[config.mk]
export PLATFORM = sky130hd
export DESIGN_NAME = sram_strobe_ctrl
export DESIGN_NICKNAME = d
export VERILOG_FILES = /design/src/rtl/sram_strobe_pkg.sv /design/src/rtl/sram_phase_timer.sv /design/src/rtl/sram_bus_regs.sv /design/src/rtl/sram_seq_fsm.sv /design/src/rtl/sram_strobe_ctrl.sv
export SDC_FILE = /design/constraint.sdc
export NUM_CORES = 1
export LEC_CHECK = 0
export BUFFER_PORTS_ARGS = -buffer_cell sky130_fd_sc_hd__buf_2
export CORE_ASPECT_RATIO = 0.9
export CORE_MARGIN = 2
export CORE_UTILIZATION = 50
export DETAILED_ROUTE_END_ITERATION = 10
export PLACE_DENSITY = 0.82
export SYNTH_ARGS = -nofsm -noshare
export SYNTH_HDL_FRONTEND = slang
export SYNTH_SLANG_ARGS = --single-unit
[constraint.sdc]
create_clock -name clk -period 2.7 [get_ports clk]
set_clock_uncertainty 0.1 [all_clocks]
set_input_delay 0.135 -clock clk [delete_from_list [all_inputs] [get_ports clk]]
set_output_delay 0.135 -clock clk [all_outputs]
set_load 0.02 [all_outputs]
[src/rtl/sram_strobe_pkg.sv]
package sram_strobe_pkg;

    typedef enum logic [2:0] {
        ST_IDLE,
        ST_RD_STROBE,
        ST_RD_HOLD,
        ST_RD_TURN,
        ST_WR_SETUP,
        ST_WR_PULSE,
        ST_WR_HOLD
    } seq_state_t;

    // ceiling division of a time limit by the clock period, never below one cycle
    function automatic int ns_to_cycles(input int ns, input int period);
        int c;
        c = (ns + period - 1) / period;
        return (c < 1) ? 1 : c;
    endfunction

    function automatic int max2(input int a, input int b);
        return (a > b) ? a : b;
    endfunction

endpackage

[src/rtl/sram_phase_timer.sv]
module sram_phase_timer #(
    parameter int CNT_W = 3
) (
    input  logic             clk,
    input  logic             rst_n,
    input  logic             load,
    input  logic [CNT_W-1:0] load_val,
    output logic             done
);

    logic [CNT_W-1:0] cnt;

    always_ff @(posedge clk or negedge rst_n) begin
        if (!rst_n) begin
            cnt <= '0;
        end else if (load) begin
            cnt <= load_val;
        end else if (cnt != '0) begin
            cnt <= cnt - 1'b1;
        end
    end

    assign done = (cnt == '0);

endmodule

[src/rtl/sram_bus_regs.sv]
module sram_bus_regs #(
    parameter int ADDR_W = 15,
    parameter int DATA_W = 8
) (
    input  logic              clk,
    input  logic              rst_n,
    input  logic              accept,
    input  logic [ADDR_W-1:0] req_addr,
    input  logic [DATA_W-1:0] req_wdata,
    input  logic              capture,
    input  logic [DATA_W-1:0] mem_dq_in,
    output logic [ADDR_W-1:0] mem_addr,
    output logic [DATA_W-1:0] mem_dq_out,
    output logic [DATA_W-1:0] rd_data,
    output logic              rd_valid
);

    // address and write value are frozen at acceptance
    always_ff @(posedge clk or negedge rst_n) begin
        if (!rst_n) begin
            mem_addr   <= '0;
            mem_dq_out <= '0;
        end else if (accept) begin
            mem_addr   <= req_addr;
            mem_dq_out <= req_wdata;
        end
    end

    // read byte is sampled at the edge closing the access window
    always_ff @(posedge clk or negedge rst_n) begin
        if (!rst_n) begin
            rd_data  <= '0;
            rd_valid <= 1'b0;
        end else begin
            rd_valid <= capture;
            if (capture) begin
                rd_data <= mem_dq_in;
            end
        end
    end

endmodule

[src/rtl/sram_seq_fsm.sv]
module sram_seq_fsm
    import sram_strobe_pkg::*;
#(
    parameter int CNT_W    = 3,
    parameter int RD_CYC   = 4,
    parameter int WE_CYC   = 3,
    parameter int TURN_CYC = 2
) (
    input  logic             clk,
    input  logic             rst_n,
    input  logic             req_valid,
    input  logic             req_write,
    input  logic             timer_done,
    output logic             req_ready,
    output logic             accept,
    output logic             capture,
    output logic             tmr_load,
    output logic [CNT_W-1:0] tmr_val,
    output logic             cs_n,
    output logic             oe_n,
    output logic             we_n,
    output logic             dq_oe
);

    localparam logic [CNT_W-1:0] RD_LD   = CNT_W'(RD_CYC - 1);
    localparam logic [CNT_W-1:0] WE_LD   = CNT_W'(WE_CYC - 1);
    localparam logic [CNT_W-1:0] TURN_LD = CNT_W'(TURN_CYC - 1);

    seq_state_t state;
    seq_state_t nxt;

    assign accept  = (state == ST_IDLE) && req_valid;
    assign capture = (state == ST_RD_STROBE) && timer_done;

    always_comb begin
        nxt = state;
        unique case (state)
            ST_IDLE:      if (req_valid) nxt = req_write ? ST_WR_SETUP : ST_RD_STROBE;
            ST_RD_STROBE: if (timer_done) nxt = ST_RD_HOLD;
            ST_RD_HOLD:   nxt = ST_RD_TURN;
            ST_RD_TURN:   if (timer_done) nxt = ST_IDLE;
            ST_WR_SETUP:  nxt = ST_WR_PULSE;
            ST_WR_PULSE:  if (timer_done) nxt = ST_WR_HOLD;
            ST_WR_HOLD:   nxt = ST_IDLE;
            default:      nxt = ST_IDLE;
        endcase
    end

    // the shared timer is reloaded whenever a timed phase is entered
    always_comb begin
        tmr_load = (nxt != state);
        tmr_val  = '0;
        unique case (nxt)
            ST_RD_STROBE: tmr_val = RD_LD;
            ST_RD_TURN:   tmr_val = TURN_LD;
            ST_WR_PULSE:  tmr_val = WE_LD;
            default:      tmr_val = '0;
        endcase
    end

    always_ff @(posedge clk or negedge rst_n) begin
        if (!rst_n) begin
            state <= ST_IDLE;
        end else begin
            state <= nxt;
        end
    end

    // strobes come straight from flops, decoded from the next state
    always_ff @(posedge clk or negedge rst_n) begin
        if (!rst_n) begin
            cs_n      <= 1'b1;
            oe_n      <= 1'b1;
            we_n      <= 1'b1;
            dq_oe     <= 1'b0;
            req_ready <= 1'b1;
        end else begin
            cs_n      <= 1'b1;
            oe_n      <= 1'b1;
            we_n      <= 1'b1;
            dq_oe     <= 1'b0;
            req_ready <= 1'b0;
            unique case (nxt)
                ST_IDLE: req_ready <= 1'b1;
                ST_RD_STROBE, ST_RD_HOLD: begin
                    cs_n <= 1'b0;
                    oe_n <= 1'b0;
                end
                ST_RD_TURN: ;
                ST_WR_SETUP, ST_WR_HOLD: dq_oe <= 1'b1;
                ST_WR_PULSE: begin
                    cs_n  <= 1'b0;
                    we_n  <= 1'b0;
                    dq_oe <= 1'b1;
                end
                default: req_ready <= 1'b0;
            endcase
        end
    end

endmodule

[src/rtl/sram_strobe_ctrl.sv]
module sram_strobe_ctrl
    import sram_strobe_pkg::*;
#(
    parameter int ADDR_W        = 15,
    parameter int DATA_W        = 8,
    parameter int CLK_PERIOD_NS = 20,
    parameter int T_AA_NS       = 70,
    parameter int T_OE_NS       = 35,
    parameter int T_RC_NS       = 70,
    parameter int T_HZ_NS       = 25,
    parameter int T_PWE_NS      = 55,
    parameter int T_AW_NS       = 60,
    parameter int T_SD_NS       = 30,
    parameter int T_WC_NS       = 70
) (
    input  logic              clk,
    input  logic              rst_n,
    input  logic              req_valid,
    output logic              req_ready,
    input  logic              req_write,
    input  logic [ADDR_W-1:0] req_addr,
    input  logic [DATA_W-1:0] req_wdata,
    output logic [DATA_W-1:0] rd_data,
    output logic              rd_valid,
    output logic              mem_cs_n,
    output logic              mem_oe_n,
    output logic              mem_we_n,
    output logic [ADDR_W-1:0] mem_addr,
    output logic [DATA_W-1:0] mem_dq_out,
    input  logic [DATA_W-1:0] mem_dq_in,
    output logic              mem_dq_oe
);

    localparam int RD_CYC = max2(max2(ns_to_cycles(T_AA_NS, CLK_PERIOD_NS),
                                      ns_to_cycles(T_OE_NS, CLK_PERIOD_NS)),
                                 ns_to_cycles(T_RC_NS, CLK_PERIOD_NS) - 1);
    localparam int WE_CYC = max2(max2(ns_to_cycles(T_PWE_NS, CLK_PERIOD_NS),
                                      ns_to_cycles(T_SD_NS, CLK_PERIOD_NS)),
                                 max2(ns_to_cycles(T_AW_NS, CLK_PERIOD_NS) - 1,
                                      ns_to_cycles(T_WC_NS, CLK_PERIOD_NS) - 2));
    localparam int TURN_CYC = ns_to_cycles(T_HZ_NS, CLK_PERIOD_NS);
    localparam int MAX_CYC  = max2(max2(RD_CYC, WE_CYC), TURN_CYC);
    localparam int CNT_W    = $clog2(MAX_CYC + 1);

    logic             accept;
    logic             capture;
    logic             tmr_load;
    logic [CNT_W-1:0] tmr_val;
    logic             tmr_done;

    sram_seq_fsm #(
        .CNT_W    (CNT_W),
        .RD_CYC   (RD_CYC),
        .WE_CYC   (WE_CYC),
        .TURN_CYC (TURN_CYC)
    ) u_fsm (
        .clk        (clk),
        .rst_n      (rst_n),
        .req_valid  (req_valid),
        .req_write  (req_write),
        .timer_done (tmr_done),
        .req_ready  (req_ready),
        .accept     (accept),
        .capture    (capture),
        .tmr_load   (tmr_load),
        .tmr_val    (tmr_val),
        .cs_n       (mem_cs_n),
        .oe_n       (mem_oe_n),
        .we_n       (mem_we_n),
        .dq_oe      (mem_dq_oe)
    );

    sram_phase_timer #(
        .CNT_W (CNT_W)
    ) u_timer (
        .clk      (clk),
        .rst_n    (rst_n),
        .load     (tmr_load),
        .load_val (tmr_val),
        .done     (tmr_done)
    );

    sram_bus_regs #(
        .ADDR_W (ADDR_W),
        .DATA_W (DATA_W)
    ) u_regs (
        .clk        (clk),
        .rst_n      (rst_n),
        .accept     (accept),
        .req_addr   (req_addr),
        .req_wdata  (req_wdata),
        .capture    (capture),
        .mem_dq_in  (mem_dq_in),
        .mem_addr   (mem_addr),
        .mem_dq_out (mem_dq_out),
        .rd_data    (rd_data),
        .rd_valid   (rd_valid)
    );

endmodule

==> results of run 1 <==
-- kinds of logic (layout without fill, tap and decap cells) --
| logic type | count (synthesis) | count (layout) |
|---|---|---|
| fa+ha+maj | 2 | 2 |
| xor+xnor | 1 | 1 |
| simple gates | 23 | 23 |
| flops | 43 | 43 |
| mux | 32 | 32 |
| compound gates | 11 | 11 |
| buf+inv | 11 | 117 |
-- per-stage QoR --
stage	utilization	cell area (sq um)	total power [mW]	instances
floorplan	-	1870	2.34	123
global placement	0.602	2200	2.67	234
detailed placement	0.602	2200	2.71	234
CTS	0.716	2620	3.15	275
global route	0.716	2620	3.34	275
finish	0.716	2620	3.15	275
-- state kept, by name (all words and copies together), names as in the netlist, 3 cells and up --
name	cells
u_fsm.state	3
u_regs.mem_addr	15
u_regs.mem_dq_out	8
u_regs.rd_data	8
u_timer.cnt	3
-- layer usage --
layer / global-route usage / up-vias / share of wire
li1: - / 626 / -
met1: 0.224 / 654 / 0.43
met2: 0.324 / 37 / 0.50
met3: 0.0450 / 6 / 0.051
met4: 0.0771 / 0 / 0.016
met5: 0 / - / 0
-- worst max-delay path by stage --
| stage | to | slack [ps] | cells past startpoint |
|---|---|---|---|
| CTS | u_regs.mem_addr[0]$_DFFE_PN0P_ | 880 | 3 |
| detailed placement | u_regs.mem_addr[0]$_DFFE_PN0P_ | 890 | 3 |
| global placement | u_regs.mem_dq_out[7]$_DFFE_PN0P_ | 940 | 3 |
| global route | u_regs.mem_dq_out[7]$_DFFE_PN0P_ | 790 | 3 |
| floorplan | u_regs.mem_addr[10]$_DFFE_PN0P_ | 1110 | 6 |
| finish | u_regs.mem_dq_out[7]$_DFFE_PN0P_ | 860 | 3 |
-- synthesized netlist by cell type, drive strengths merged --
master / count / area [sq um]
dfrtp: 39 / 976
mux2: 32 / 435
buf: 6 / 78.8
inv: 5 / 18.8
nand2: 5 / 21.3
dfstp: 4 / 105
o21ai: 4 / 20.0
a21oi: 3 / 15.0
nand3: 3 / 15.0
nor2b: 3 / 18.8
and2: 2 / 15.0
ha: 2 / 25.0
nand2b: 2 / 12.5
nor2: 2 / 7.51
nor3: 2 / 21.3
a221oi: 1 / 15.0
a22o: 1 / 8.76
and3b: 1 / 8.76
nand3b: 1 / 7.51
nor3b: 1 / 7.51
o21a: 1 / 7.51
o41ai: 1 / 8.76
or2b: 1 / 7.51
xnor2: 1 / 8.76
-- cell type report --
cell class                 instances  area, sq um
sequential                        43         1080
fill                             240         1040
multi-input combinational         69          687
timing repair buffer             104          686
clock buffer                       6         72.6
tap                               46         57.6
inverter                           5         18.8
clock inverter                     2         12.5
-- worst reg2reg max path: stages (launching register included) --
cell     delay, ps
dfrtp_1        530
nor3_4         250
and2_4         440
mux2_2         400
-- what timing repair did --
action / CTS / global route
hold endpoints to repair: 71 / 0
hold buffers: 33 / 0
endpoints found under the setup margin: 0 / 0
-- report_power, final --
group	internal (mW)	switching [mW]	leakage (nW)
logic	0.750	0.799	0.732
clock network	0.181	0.214	0.0412
registers	0.988	0.213	0.509
==> reports/results.tsv, run 1 <==
stage	metric	value	unit
setup_path	CP required	2780	ps
synthesis	Seq/Total Area, Yosys	0.579	
floorplanning	standard-cell rows	21	
route	Pre-antenna DRT Iters	4	
worst_hold_path	WHS Path Cells	3	
setup_path	Worst Path Class, Setup	flop to flop	
setup_path	CP Launch Point	u_fsm.state[1]$_DFF_PN0_	
synthesis	Synth Area in Compound Gates	0.0402	
sta	Final TNS setup	0	ps
setup_path	reg2reg end	u_regs.mem_dq_out[7]$_DFFE_PN0P_	
setup_path	cells along the critical path	nor3_4 -> and2_4 -> mux2_2	
route	Vias/cell	4.81	
setup_path	CP Capture Type	flop	
clocking	clock buffer depth	2	
synthesis	post-synthesis mux area share	0.233	
job	max_cap viols	0	
sta	Worst-Margin Slew	901	ps
setup_path	WP buf/inv	0	
cells_and_area	commonest non-fill, non-tap cell in the layout	buf_2	
clocking	Clock Tree Root	clkbuf_8	
clocking	CTS resizes	0	
synthesis	yosys warns	0	
sta	RSZ-0062 raised after global routing	no	
synthesis	Mapped Cells	123	
synthesis	largest family of logic cells by synthesized area	multiplexers	
global_route	initial antenna violation count	0	
setup_path	cell class contributing the biggest share of worst-path delay	simple AND/OR/NAND/NOR gates	
placed_design	Placement Setup Slack	890	ps
sta	max-slew violations	0	
route	Vias	1323	
floorplanning	Boundary Pins	72	
worst_hold_path	type of the most critical hold path	primary input to flop	
synthesis	syn_area_per_cell	15.2	sq um
setup_path	CP max stage cell	dfrtp_1	
setup_path	worst flop-to-flop path startpoint	u_fsm.state[1]$_DFF_PN0_	
clocking	Clock Latency Late Sink	290	ps
setup_path	CP Data Arrival Time	1920	ps
global_route	global route overflow	0	
global_route	vias in the first global route	1228	
outcome	run status	finished, final reports clean	
placed_design	GPL Wtd Cong	0.736	
synthesis	Simple-Gate Fraction of Synth Area	0.0765	
worst_hold_path	hold path start	req_write	
cells_and_area	commonest non-fill, non-tap cells in the layout	71 x buf_2, 39 x dfrtp_1, 33 x dlygate4sd3_1	
cells_and_area	share of cells above drive strength 1	0.515	
setup_path	CP max stage delay	530	ps
route	DRT Wirelength	3980	microns
global_route	GR Util All Layers	0.187	
power	Lkg Pwr	1.28	nW
sta	crit share post-route	0.681	
route	WL/cell	14.5	microns
floorplanning	Initial Util	0.511	
global_route	largest net degree at the start of global routing	44	
cells_and_area	Layout area overhead	40.2	%
floorplanning	DIE HEIGHT	61.9	microns
floorplanning	full die area	0.00424	sq mm
global_route	first-pass GRT wire length	5600	microns
synthesis	Synth Register Bits	43	
cells_and_area	fin nets	265	
setup_path	r2r worst-path depth	3	
synthesis	Post-Synth XOR/XNOR Area	0.00469	
synthesis	syn nets	160	
sta	relative slew slack	0.399	
placed_design	port bufs	71	
route	initial DRC count	61	
route	DRC	0	
sta	Setup-failing EPs final	0	
clocking	Setup Buffers After CTS	0	
clocking	Worst-path clk slew	80	ps
sta	post-route setup slack	861	ps
setup_path	CP max FO	23	
floorplanning	Die Wd	68.4	microns
power	Power per Cell Area	1200	mW/mm^2
sta	post-route minimum period	1840	ps
synthesis	Post-Synth Adder-Cell Area	0.0134	
worst_hold_path	Min-Delay Endpoint	u_fsm.dq_oe$_DFF_PN0_	
floorplanning	core box area	0.00365	sq mm
clocking	Max H-tree Level	2	
cells_and_area	antenna fix cells	0	
clocking	CTS tree	done	
sta	worst hold-check slack	48.4	ps
power	VDD IR max	0.726	mV
setup_path	R2R setup slack	860	ps
placed_design	Final HPWL DP	2450	microns
route	post-route ant nets	0	
sta	fmax	544	MHz
setup_path	Startpoint Class	flop	
synthesis	Post-Synthesis Cell Area	0.00187	sq mm
clocking	total clock sinks	43	
sta	final hold vios	0	
clocking	CTS buffer count	5	
synthesis	Cell variety after synth	33	
Note: power is estimated with default switching activity, not from simulation.
==> run 2, diff against run 1 <==
CORE_UTILIZATION = 43   (was 50)
PLACE_DENSITY = 0.75   (was 0.82)
clock period = 1.6 ns   (was 2.7 ns; I/O delays follow)
==> run 2 against run 1 <==
First-iteration DRC count is 23% lower. Sequential share of layout area is 2.2 points lower. Utilization is 4.6 points lower. Cell area is 5.7% higher. Flip-flop and latch count stayed put. Register-to-register slack worse by 820 ps. Worst hold slack better by 130 ps. Worst setup slack worse by 820 ps. Global-route usage is 1.2 points lower. Routed wire length is 3.4% higher. Combinational power is 91% higher. Fmax is 18% higher. Critical path type unchanged.
==> reports/results.tsv, run 2 (same netlist as run 1, synthesis figures left out) <==
stage	metric	value	unit	change
outcome	run status	finished, final reports clean		unchanged
setup_path	cell class contributing the biggest share of worst-path delay	simple AND/OR/NAND/NOR gates		unchanged
job	max_cap viols	0		unchanged
global_route	global route hottest layer	met2		unchanged
cells_and_area	commonest non-fill, non-tap cells in the layout	71 x buf_2, 38 x dfrtp_1, 34 x dlygate4sd3_1		was 71 x buf_2, 39 x dfrtp_1, 33 x dlygate4sd3_1
floorplanning	Boundary Pins	72		unchanged
setup_path	worst flop-to-flop path startpoint	u_timer.cnt[1]$_DFFE_PN0P_		was u_fsm.state[1]$_DFF_PN0_
setup_path	Worst Path Class, Setup	flop to flop		unchanged
setup_path	CP required	1670	ps	was 2780 ps
placed_design	GPL Wtd Cong	0.865		was 0.736
clocking	Worst-path clk slew	80	ps	about the same
cells_and_area	Fill cells	273		was 240
route	Vias	1390		was 1323
cells_and_area	commonest non-fill, non-tap cell in the layout	buf_2		unchanged
clocking	Max H-tree Level	2		unchanged
cells_and_area	Layout area overhead	48.2	%	was 40.2%
route	DRC	0		unchanged
placed_design	Placement Setup Slack	-31.2	ps	was 890 ps
route	Pre-antenna DRT Iters	4		unchanged
floorplanning	DIE HEIGHT	66.5	microns	was 61.9 microns
setup_path	WP depth	6		was 3
cells_and_area	Non-Filler Instances	289		was 275
sta	final hold vios	0		unchanged
placed_design	Final HPWL DP	2480	microns	was 2450 microns
power	VDD IR max	1.27	mV	was 0.726 mV
clocking	CTS buffer count	5		unchanged
clocking	total clock sinks	43		unchanged
sta	Final TNS setup	0	ps	unchanged
setup_path	Startpoint Class	flop		unchanged
route	initial DRC count	47		was 61
worst_hold_path	type of the most critical hold path	primary input to async pin		was primary input to flop
sta	post-route setup slack	44.3	ps	was 861 ps
setup_path	reg2reg end	u_timer.cnt[0]$_DFFE_PN0P_		was u_regs.mem_dq_out[7]$_DFFE_PN0P_
global_route	global route overflow	0		unchanged
clocking	Clock Tree Root	clkbuf_8		unchanged
global_route	GR Util All Layers	0.175		was 0.187
global_route	vias in the first global route	1460		was 1228
power	Lkg Pwr	1.35	nW	was 1.28 nW
placed_design	placed cells	246		was 234
cells_and_area	share of cells above drive strength 1	0.568		was 0.515
floorplanning	full die area	0.00488	sq mm	was 0.00424 sq mm
route	DRT Wirelength	4110	microns	was 3980 microns
sta	post-route minimum period	1560	ps	was 1840 ps
clocking	Clock Latency Late Sink	280	ps	was 290 ps
sta	worst hold-check slack	179	ps	was 48.4 ps
floorplanning	core box area	0.00413	sq mm	was 0.00365 sq mm
power	Power per Cell Area	2020	mW/mm^2	was 1200 mW/mm^2
cells_and_area	fin nets	277		was 265
setup_path	cells along the critical path	inv_2 -> ha_4 -> and3b_2 -> a221oi_4 -> nor2b_2 -> mux2_2		was nor3_4 -> and2_4 -> mux2_2
placed_design	port bufs	71		unchanged
route	post-route ant nets	0		unchanged
setup_path	Worst setup endpoint	u_timer.cnt[0]$_DFFE_PN0P_		was u_regs.mem_dq_out[7]$_DFFE_PN0P_
cells_and_area	Register Area	0.00108	sq mm	about the same
global_route	initial antenna violation count	0		unchanged
floorplanning	standard-cell rows	22		was 21
cells_and_area	area of the multi-input gates	728	sq um	was 687 sq um
route	WL/cell	14.2	microns	was 14.5 microns
setup_path	r2r worst-path depth	6		was 3
setup_path	CP Capture Type	flop		unchanged
floorplanning	Die Wd	73.4	microns	was 68.4 microns
cells_and_area	Biggest register	u_regs.mem_addr		unchanged
route	Vias/cell	4.81		about the same
setup_path	CP max FO	4		was 23
sta	RSZ-0062 raised after global routing	yes		was no
setup_path	WP buf/inv	1		was 0
cells_and_area	biggest regs	u_regs.mem_addr (15), u_regs.mem_dq_out (8), u_regs.rd_data (8)		unchanged
sta	Worst-Margin Slew	458	ps	was 901 ps
setup_path	R2R setup slack	40	ps	was 860 ps
cells_and_area	antenna fix cells	0		unchanged
sta	Setup-failing EPs final	0		unchanged
global_route	first-pass GRT wire length	6500	microns	was 5600 microns
global_route	largest net degree at the start of global routing	25		was 44
sta	relative slew slack	0.695		was 0.399
setup_path	CP Data Arrival Time	1630	ps	was 1920 ps
setup_path	CP max stage cell	dfrtp_1		unchanged
setup_path	CP max stage delay	390	ps	was 530 ps
sta	fmax	643	MHz	was 544 MHz
clocking	clock buffer depth	2		unchanged
clocking	CTS tree	done		unchanged
global_route	M2 GR Usage	0.312		was 0.324
sta	crit share post-route	0.972		was 0.681
setup_path	CP Launch Point	u_timer.cnt[1]$_DFFE_PN0P_		was u_fsm.state[1]$_DFF_PN0_
global_route	met3 Use GR	0.0514		was 0.0450
sta	max-slew violations	0		unchanged
global_route	met1 global-route usage	0.201		was 0.224
floorplanning	Initial Util	0.452		was 0.511
cells_and_area	number of flip-flops in the largest register	15		unchanged
[run 2: per-stage QoR]
stage          total power [mW]  cell area [sq um]  utilization
2_1_floorplan              3.95               1870            -
3_3_place_gp               4.68               2290        0.555
3_5_place_dp               4.72               2290        0.555
4_1_cts                    5.48               2720        0.659
5_1_grt                    5.97               2770        0.670
6_report                   5.58               2770        0.670
[run 2: area by class of cell]
| cell class | instances | share of cell area |
|---|---|---|
| Clock buffer | 6 | 0.0262 |
| Inverter | 5 | 0.00679 |
| Timing Repair Buffer | 116 | 0.286 |
| Tap cell | 48 | 0.0217 |
| Multi-Input combinational cell | 69 | 0.263 |
| Sequential cell | 43 | 0.391 |
| Clock inverter | 2 | 0.00452 |
[run 2: power breakdown]
group | internal [mW] | switching (mW)
Clock | 0.305 | 0.340
Combinational | 1.46 | 1.50
Sequential | 1.67 | 0.311
[run 2: how the worst min path moves through the flow]
| stage | cells after the start | to | from | slack, ps |
|---|---|---|---|---|
| 2_1_floorplan | 0 | u_fsm.dq_oe$_DFF_PN0_ | rst_n | -320 |
| 3_3_place_gp | 1 | u_regs.mem_addr[2]$_DFFE_PN0P_ | rst_n | -40 |
| 3_5_place_dp | 1 | u_regs.mem_addr[2]$_DFFE_PN0P_ | rst_n | -40 |
| 4_1_cts | 2 | u_fsm.dq_oe$_DFF_PN0_ | rst_n | 190 |
| 5_1_grt | 2 | u_regs.mem_addr[2]$_DFFE_PN0P_ | rst_n | 220 |
| 6_report | 2 | u_regs.mem_addr[6]$_DFFE_PN0P_ | rst_n | 180 |
[run 2: what timing repair did]
action,4_1_cts,5_1_grt
resized for setup,2,9
buffers inserted,0,1
hold buffers,34,0
setup endpoints to repair,8,17
endpoints found under the hold margin,52,0
pin swaps,0,2
[run 2: layer usage]
layer  vias up  routed length (microns)
li1        654                        -
met1       669                     1760
met2        57                     2030
met3        10                      241
met4         0                       81
met5         -                        0
[run 2: worst register-to-register path: cells and delay by family, from the launching register on]
family / cells / cell delay [ps]
AO/OA/AOI/OAI: 1 / 50
buffers and inverters: 1 / 90
AND/OR/NAND/NOR: 2 / 410
adder cells (fa/ha/maj): 1 / 150
multiplexers: 1 / 260
flip-flops: 1 / 390
